`config.mk`:
```
export PLATFORM = sky130hd
export DESIGN_NAME = asid_tlb
export DESIGN_NICKNAME = d
export VERILOG_FILES = /design/src/rtl/tlb_pkg.sv /design/src/rtl/tlb_ctrl.sv /design/src/rtl/tlb_data.sv /design/src/rtl/asid_tlb.sv
export SDC_FILE = /design/constraint.sdc
export NUM_CORES = 1
export LEC_CHECK = 0
export BUFFER_PORTS_ARGS = -buffer_cell sky130_fd_sc_hd__buf_2
export CAP_MARGIN = 5
export CORE_ASPECT_RATIO = 0.75
export CORE_UTILIZATION = 50
export DETAILED_ROUTE_END_ITERATION = 8
export PLACE_DENSITY_LB_ADDON = 0.15
export SYNTH_ARGS = -nofsm -noshare
export SYNTH_HDL_FRONTEND = slang
export SYNTH_SLANG_ARGS = --single-unit
```
`constraint.sdc`:
```
create_clock -name clk -period 5.6 [get_ports clk]
set_input_delay 0.56 -clock clk [delete_from_list [all_inputs] [get_ports clk]]
set_output_delay 0.56 -clock clk [all_outputs]
set_load 0.01 [all_outputs]
```
`src/rtl/tlb_pkg.sv`:
```
package tlb_pkg;
  localparam int VA_W       = 32;
  localparam int PAGE_SHIFT = 12;
  localparam int VPN_W      = VA_W - PAGE_SHIFT;
  localparam int ASID_MAX_W = 7;
  localparam int SECT_LO    = 22 - PAGE_SHIFT;
  localparam int GRP_LO     = 14 - PAGE_SHIFT;
  localparam int QUAL_BIT   = 31;

  typedef enum logic [1:0] {
    SCOPE_ALL     = 2'd0,
    SCOPE_NONE    = 2'd1,
    SCOPE_SECTION = 2'd2,
    SCOPE_GROUP   = 2'd3
  } scope_e;

  typedef struct packed {
    logic rd;
    logic wr;
    logic ns;
  } perm_t;

  typedef struct packed {
    logic                  killEn;
    logic                  killQual;
    logic [ASID_MAX_W-1:0] killAsid;
    scope_e                killScope;
    logic [VPN_W-1:0]      killVpn;
    logic                  fillEn;
  } strb_t;
endpackage

```
`src/rtl/tlb_ctrl.sv`:
```
module tlb_ctrl
  import tlb_pkg::*;
#(
  parameter int NUM_LINES = 8,
  parameter int ASID_W    = 7,
  parameter int IDX_W     = 3,
  parameter int CNT_W     = 4
) (
  input  logic                 clk,
  input  logic                 rstN,
  input  logic [CNT_W-1:0]     cfgActive,
  input  logic                 flValid,
  input  logic [31:0]          flCmd,
  input  logic                 rfValid,
  input  logic [NUM_LINES-1:0] validVec,
  input  logic [NUM_LINES-1:0] rfHitVec,
  output strb_t                strb,
  output logic [IDX_W-1:0]     wrIdx,
  output logic [NUM_LINES-1:0] actMask
);
  logic [CNT_W-1:0]     effCnt;
  logic [IDX_W-1:0]     rrPtr;
  logic [IDX_W-1:0]     rrNext;
  logic [NUM_LINES-1:0] freeVec;
  logic                 useRr;

  function automatic logic [IDX_W-1:0] lowestSet(input logic [NUM_LINES-1:0] v);
    logic [IDX_W-1:0] r;
    r = '0;
    for (int k = NUM_LINES - 1; k >= 0; k--) begin
      if (v[k]) r = IDX_W'(k);
    end
    return r;
  endfunction

  always_comb begin
    effCnt = (cfgActive > CNT_W'(NUM_LINES)) ? CNT_W'(NUM_LINES) : cfgActive;
  end

  for (genvar g = 0; g < NUM_LINES; g++) begin : gAct
    assign actMask[g] = (CNT_W'(g) < effCnt);
  end

  assign freeVec = actMask & ~validVec;

  // command decode: identifier field sits just below the qualifier bit
  always_comb begin
    strb           = '0;
    strb.killEn    = flValid;
    strb.killQual  = flCmd[QUAL_BIT];
    strb.killAsid[ASID_W-1:0] = flCmd[QUAL_BIT-1 -: ASID_W];
    strb.killScope = scope_e'(flCmd[1:0]);
    strb.killVpn   = flCmd[VPN_W-1:0];
    strb.fillEn    = rfValid && !flValid && (effCnt != '0);
  end

  // victim choice: existing key, then lowest free line, then round-robin
  always_comb begin
    useRr = 1'b0;
    if (|rfHitVec) begin
      wrIdx = lowestSet(rfHitVec);
    end else if (|freeVec) begin
      wrIdx = lowestSet(freeVec);
    end else begin
      useRr = 1'b1;
      wrIdx = (CNT_W'(rrPtr) < effCnt) ? rrPtr : '0;
    end
    rrNext = ((CNT_W'(wrIdx) + CNT_W'(1)) >= effCnt) ? '0 : wrIdx + IDX_W'(1);
  end

  always_ff @(posedge clk) begin
    if (!rstN) begin
      rrPtr <= '0;
    end else if (strb.fillEn && useRr) begin
      rrPtr <= rrNext;
    end
  end

  AST_FILL_IN_RANGE: assert property (@(posedge clk) disable iff (!rstN)
    strb.fillEn |-> actMask[wrIdx]);
  AST_FREE_FIRST: assert property (@(posedge clk) disable iff (!rstN)
    (strb.fillEn && !(|rfHitVec) && (|freeVec)) |-> !validVec[wrIdx]);
  AST_KEY_REUSE: assert property (@(posedge clk) disable iff (!rstN)
    (strb.fillEn && (|rfHitVec)) |-> validVec[wrIdx]);
endmodule

```
`src/rtl/tlb_data.sv`:
```
module tlb_data
  import tlb_pkg::*;
#(
  parameter int NUM_LINES = 8,
  parameter int ASID_W    = 7,
  parameter int PFN_W     = 20,
  parameter int IDX_W     = 3
) (
  input  logic                 clk,
  input  logic                 rstN,
  input  strb_t                strb,
  input  logic [IDX_W-1:0]     wrIdx,
  input  logic [NUM_LINES-1:0] actMask,
  input  logic [ASID_W-1:0]    rfAsid,
  input  logic [VPN_W-1:0]     rfVpn,
  input  logic [PFN_W-1:0]     rfPfn,
  input  perm_t                rfPerm,
  input  logic [ASID_W-1:0]    lkAsid,
  input  logic [VPN_W-1:0]     lkVpn,
  output logic [NUM_LINES-1:0] validVec,
  output logic [NUM_LINES-1:0] rfHitVec,
  output logic                 lkHit,
  output logic [PFN_W-1:0]     lkPfn,
  output perm_t                lkPerm
);
  logic [NUM_LINES-1:0] vldQ;
  logic [ASID_W-1:0]    asidQ [NUM_LINES];
  logic [VPN_W-1:0]     vpnQ  [NUM_LINES];
  logic [PFN_W-1:0]     pfnQ  [NUM_LINES];
  perm_t                permQ [NUM_LINES];
  logic [NUM_LINES-1:0] kill;
  logic [NUM_LINES-1:0] lkHitVec;

  for (genvar g = 0; g < NUM_LINES; g++) begin : gLine
    logic asidOk;
    logic addrOk;
    always_comb begin
      asidOk = !strb.killQual || (asidQ[g] == strb.killAsid[ASID_W-1:0]);
      case (strb.killScope)
        SCOPE_ALL:     addrOk = 1'b1;
        SCOPE_SECTION: addrOk = (vpnQ[g][VPN_W-1:SECT_LO] == strb.killVpn[VPN_W-1:SECT_LO]);
        SCOPE_GROUP:   addrOk = (vpnQ[g][VPN_W-1:GRP_LO] == strb.killVpn[VPN_W-1:GRP_LO]);
        default:       addrOk = 1'b0;
      endcase
    end
    assign kill[g]     = strb.killEn && asidOk && addrOk;
    assign lkHitVec[g] = vldQ[g] && actMask[g] && (asidQ[g] == lkAsid) && (vpnQ[g] == lkVpn);
    assign rfHitVec[g] = vldQ[g] && actMask[g] && (asidQ[g] == rfAsid) && (vpnQ[g] == rfVpn);
  end

  always_ff @(posedge clk) begin
    if (!rstN) begin
      vldQ <= '0;
    end else begin
      for (int k = 0; k < NUM_LINES; k++) begin
        if (kill[k]) begin
          vldQ[k] <= 1'b0;
        end else if (strb.fillEn && (wrIdx == IDX_W'(k))) begin
          vldQ[k] <= 1'b1;
        end
      end
    end
  end

  always_ff @(posedge clk) begin
    if (strb.fillEn) begin
      asidQ[wrIdx] <= rfAsid;
      vpnQ[wrIdx]  <= rfVpn;
      pfnQ[wrIdx]  <= rfPfn;
      permQ[wrIdx] <= rfPerm;
    end
  end

  always_comb begin
    lkPfn  = '0;
    lkPerm = '0;
    for (int k = 0; k < NUM_LINES; k++) begin
      if (lkHitVec[k]) begin
        lkPfn  = lkPfn | pfnQ[k];
        lkPerm = perm_t'(lkPerm | permQ[k]);
      end
    end
  end

  assign lkHit    = |lkHitVec;
  assign validVec = vldQ;

  AST_SINGLE_HIT: assert property (@(posedge clk) disable iff (!rstN)
    $onehot0(lkHitVec));
  AST_KILL_BLOCKS_FILL: assert property (@(posedge clk) disable iff (!rstN)
    strb.killEn |=> ((vldQ & ~$past(vldQ)) == '0));
  AST_WIPE_ALL: assert property (@(posedge clk) disable iff (!rstN)
    (strb.killEn && !strb.killQual && (strb.killScope == SCOPE_ALL)) |=> (vldQ == '0));
  AST_NONE_SCOPE_KEEPS: assert property (@(posedge clk) disable iff (!rstN)
    (strb.killEn && (strb.killScope == SCOPE_NONE)) |=> (vldQ == $past(vldQ)));
endmodule

```
`src/rtl/asid_tlb.sv`:
```
module asid_tlb
  import tlb_pkg::*;
#(
  parameter int NUM_LINES = 8,
  parameter int NUM_ASIDS = 128,
  parameter int PFN_W     = 20,
  localparam int ASID_W   = $clog2(NUM_ASIDS),
  localparam int IDX_W    = (NUM_LINES > 1) ? $clog2(NUM_LINES) : 1,
  localparam int CNT_W    = $clog2(NUM_LINES + 1)
) (
  input  logic              clk,
  input  logic              rstN,
  input  logic [CNT_W-1:0]  cfgActive,
  input  logic [ASID_W-1:0] lkAsid,
  input  logic [VPN_W-1:0]  lkVpn,
  output logic              lkHit,
  output logic [PFN_W-1:0]  lkPfn,
  output logic              lkRd,
  output logic              lkWr,
  output logic              lkNs,
  input  logic              rfValid,
  input  logic [ASID_W-1:0] rfAsid,
  input  logic [VPN_W-1:0]  rfVpn,
  input  logic [PFN_W-1:0]  rfPfn,
  input  logic              rfRd,
  input  logic              rfWr,
  input  logic              rfNs,
  input  logic              flValid,
  input  logic [31:0]       flCmd
);
  strb_t                strb;
  logic [IDX_W-1:0]     wrIdx;
  logic [NUM_LINES-1:0] actMask;
  logic [NUM_LINES-1:0] validVec;
  logic [NUM_LINES-1:0] rfHitVec;
  perm_t                rfPerm;
  perm_t                lkPerm;

  assign rfPerm = '{rd: rfRd, wr: rfWr, ns: rfNs};

  tlb_ctrl #(
    .NUM_LINES(NUM_LINES), .ASID_W(ASID_W), .IDX_W(IDX_W), .CNT_W(CNT_W)
  ) uCtrl (
    .clk(clk), .rstN(rstN), .cfgActive(cfgActive), .flValid(flValid), .flCmd(flCmd),
    .rfValid(rfValid), .validVec(validVec), .rfHitVec(rfHitVec),
    .strb(strb), .wrIdx(wrIdx), .actMask(actMask)
  );

  tlb_data #(
    .NUM_LINES(NUM_LINES), .ASID_W(ASID_W), .PFN_W(PFN_W), .IDX_W(IDX_W)
  ) uData (
    .clk(clk), .rstN(rstN), .strb(strb), .wrIdx(wrIdx), .actMask(actMask),
    .rfAsid(rfAsid), .rfVpn(rfVpn), .rfPfn(rfPfn), .rfPerm(rfPerm),
    .lkAsid(lkAsid), .lkVpn(lkVpn), .validVec(validVec), .rfHitVec(rfHitVec),
    .lkHit(lkHit), .lkPfn(lkPfn), .lkPerm(lkPerm)
  );

  assign lkRd = lkPerm.rd;
  assign lkWr = lkPerm.wr;
  assign lkNs = lkPerm.ns;

  AST_RESET_MISS: assert property (@(posedge clk) disable iff (!rstN)
    $past(!rstN) |-> !lkHit);
endmodule

```
==> impl_metrics.tcl <==
set metrics [dict create \
    outcome "completed" \
    synthFlopType "sky130_fd_sc_hd__edfxtp_1" \
    synth_enable_flop_cells 400 \
    final_common_cell "sky130_fd_sc_hd__xnor2_1" \
    syn_avg_cell_area_um2 13.21 \
    dpl.hpwl_um 53760 \
    area.sequential_um2 12230 \
    netlist_area_um2 21980 \
    die_area_um2 44810 \
    relSlewSlack_pct 17.38 \
    critPathLaunchType "flop" \
    final_antenna_net_count 0 \
    htree_levels 2 \
    drt_wl_total_um 75730 \
    first_pass_grt_wire_length_um 105900 \
    yosysUniqueCellTypes 72 \
    vias_after_detailed_routing 15190 \
    postSynthRegisterBits 411 \
    timing.clock.skew_ns 0.02901 \
    cellPowerDensity_nw_per_um2 295.0 \
    final-hold-violation-count 0 \
    initial_antenna_violation_count 3 \
    gr-usage-all-layers_pct 33.71 \
    first_pass_drt_iterations 6 \
    inserted_clock_buffers 44 \
    yosysTopAreaCellShare_pct 54.64 \
    first_global_vias 14800 \
    tritoncts "done" \
    postCtsSetupBuffers 0 \
    crit_path_max_fanout 8 \
    clkSlewWorstSetupHoldPaths_ns 0.06 \
    wl_per_cell_um 31.71 \
    timing.reg2reg.setup_slack_ns 1.33 \
    postSynthNetCount 1793 \
    holdCritPathClass "input pin to flop" \
    critPathCaptureType "flop" \
    multi_input_comb_area_um2 9149 \
    maximum_number_of_pins_on_one_net_before_global_route_repair 51 \
    synth_top_area_cell "sky130_fd_sc_hd__edfxtp_1" \
    chipWidth_um 244.1 \
    grt_overflow_total 0 \
    nNetsFinal 1903 \
    path_class "flop to flop" \
    start_util_pct 50.70 \
    final.min_clock_period_ns 4.271 \
    die_height_um 183.6 \
    cp_data_required_time_ns 6.11 \
    sequential_fraction_of_the_synthesis_area_pct 55.65 \
    maximum_capacitance_violations 0 \
    final-max-slew-violation-count 0 \
    vdd_ir_drop_max_v 0.0002452 \
    crit_arrival_ns 4.78 \
    timing_worst_slew_pin_value_ns 1.230 \
    post_route_cells_drive_above_1_share_pct 15.88 \
    fillers 3589 \
    rsz0062_at_grt "false" \
    finalSetupViolCount 0 \
    area_contributors_post_synth "sky130_fd_sc_hd__edfxtp_1 55%, sky130_fd_sc_hd__xnor2_1 16%, sky130_fd_sc_hd__xor2_1 9.0%, sky130_fd_sc_hd__nand4_1 3.9%, sky130_fd_sc_hd__nor4_1 1.7%" \
    drt_iter0_drc 1909 \
    post_cts_resize_count 0 \
    ctsHoldBuffers 0 \
    cellLeakagePower_nw 7.985 \
    clk_path_buf_depth 3 \
    yosysWarningCount 0 \
    timing.final.crit_share_pct 76.26 \
    drc 0 \
    number_of_clock_sinks_seen_by_cts 411 \
    ys_async_sr_fraction_pct 0 \
    max_clock_freq_ghz 0.2342 \
    layout.cells.most_common_list "405 x sky130_fd_sc_hd__xnor2_1, 400 x sky130_fd_sc_hd__edfxtp_1, 226 x sky130_fd_sc_hd__xor2_1" \
    io_pins 141 \
    synthesis_to_finish_area_growth_pct 12.61 \
    finalWeightedCongestion 1.038 \
    num_rows 66 \
    insertion_delay_ns 0.57 \
    synthCells 1664 \
    setup_total_negative_slack_ns 0 \
    vias_per_cell 6.359 \
    finalHoldWorstSlack_ns 0.2672 \
    place.port_buffers 136 \
    fp.coreArea_um2 43350 \
    clock-root-buffer "sky130_fd_sc_hd__clkbuf_16" \
]
area by class of cell:
type | count | share of cell area (%)
multi-input combinational | 1135 | 36.96
antenna | 3 | 0.03033
inverter | 9 | 0.1365
sequential | 411 | 49.41
timing repair buffer | 173 | 4.226
clock buffer | 54 | 4.640
clock inverter | 25 | 1.673
tap | 578 | 2.922
registers in the layout (all words and copies together) (netlist names):
name            count
uData.permQ        24
uData.validVec      8
uData.asidQ        56
uCtrl.rrPtr         3
uData.pfnQ        160
uData.vpnQ        160
synth_stat cells (8+ instances only):
library cell,count
sky130_fd_sc_hd__o41ai_1,22
sky130_fd_sc_hd__xnor2_1,405
sky130_fd_sc_hd__a22oi_1,45
sky130_fd_sc_hd__nor4_2,12
sky130_fd_sc_hd__a221oi_1,9
sky130_fd_sc_hd__nor3_1,8
sky130_fd_sc_hd__nand4_1,136
sky130_fd_sc_hd__buf_2,35
sky130_fd_sc_hd__nand2_1,37
sky130_fd_sc_hd__and2_1,10
sky130_fd_sc_hd__nand3_1,31
sky130_fd_sc_hd__nor4_1,58
sky130_fd_sc_hd__edfxtp_1,400
sky130_fd_sc_hd__dfxtp_1,11
sky130_fd_sc_hd__inv_1,8
sky130_fd_sc_hd__buf_1,9
sky130_fd_sc_hd__a222oi_1,14
sky130_fd_sc_hd__ha_1,12
sky130_fd_sc_hd__xor2_1,226
sky130_fd_sc_hd__a22o_1,10
sky130_fd_sc_hd__buf_4,21
sky130_fd_sc_hd__buf_6,10
sky130_fd_sc_hd__clkbuf_1,32
final timing paths:
| kind | cells after the start | endpoint | from |
|---|---|---|---|
| max | 16 | uCtrl.rrPtr[0]$_SDFFE_PN0P_ | uData.vpnQ[3][4]$_DFFE_PP_ |
| min | 1 | uData.pfnQ[6][1]$_DFFE_PP_ | rfPfn[1] |
| max reg2reg | 16 | uCtrl.rrPtr[0]$_SDFFE_PN0P_ | uData.vpnQ[3][4]$_DFFE_PP_ |
| min reg2reg | 2 | uData.validVec[2]$_SDFFE_PP0P_ | uData.validVec[2]$_SDFFE_PP0P_ |
power by group:
group	switching, mW	internal, mW	total, mW
combinational	0.449	0.213	0.663
clock	1.24	1.97	3.21
sequential	0.0251	3.41	3.43
total	1.71	5.59	7.30
stage by stage:
stage | std cells | setup slack, ns | util (%) | power [mW] | instance area (um2)
detailed placement | 2306 | 1.072 | 53.47 | 4.140 | 23180
CTS | 2385 | 1.454 | 57.08 | 7.309 | 24750
global placement | 2306 | 1.052 | 53.47 | 4.135 | 23180
finish | 2388 | 1.329 | 57.10 | 7.301 | 24750
floorplan | 1664 | 1.423 | - | 3.882 | 21980
global route | 2388 | 1.094 | 57.10 | 7.469 | 24750
metal layers:
layer  GRT usage, %  routed length, um
met1          47.57              31290
met2          49.02              32320
met3          9.021               8757
met4          14.00               3368
met5              0                  0
worst max-delay path: stages (launching register included):
cell	delay, ns
sky130_fd_sc_hd__edfxtp_1	0.47
sky130_fd_sc_hd__xnor2_1	0.37
sky130_fd_sc_hd__nand4_1	0.13
sky130_fd_sc_hd__nor3_1	0.66
sky130_fd_sc_hd__a22oi_1	0.18
sky130_fd_sc_hd__and3_1	0.24
sky130_fd_sc_hd__or3_1	0.54
sky130_fd_sc_hd__inv_1	0.14
sky130_fd_sc_hd__ha_1	0.20
sky130_fd_sc_hd__ha_1	0.27
sky130_fd_sc_hd__ha_1	0.29
sky130_fd_sc_hd__nor2b_1	0.12
sky130_fd_sc_hd__o21ai_0	0.14
sky130_fd_sc_hd__nand2b_1	0.14
sky130_fd_sc_hd__nor2b_1	0.14
sky130_fd_sc_hd__mux2i_1	0.08
sky130_fd_sc_hd__nor2b_1	0.11
cell families after synthesis:
| logic type | count (synthesis) | share of synthesized area [%] |
|---|---|---|
| buf+inv | 118 | 3.005 |
| flops | 411 | 55.65 |
| simple gates | 345 | 9.887 |
| fa+ha+maj | 12 | 0.6830 |
| compound gates | 143 | 5.425 |
| mux | 3 | 0.1366 |
| xor+xnor | 632 | 25.22 |
No activity file was read; power rests on OpenSTA's default activity.
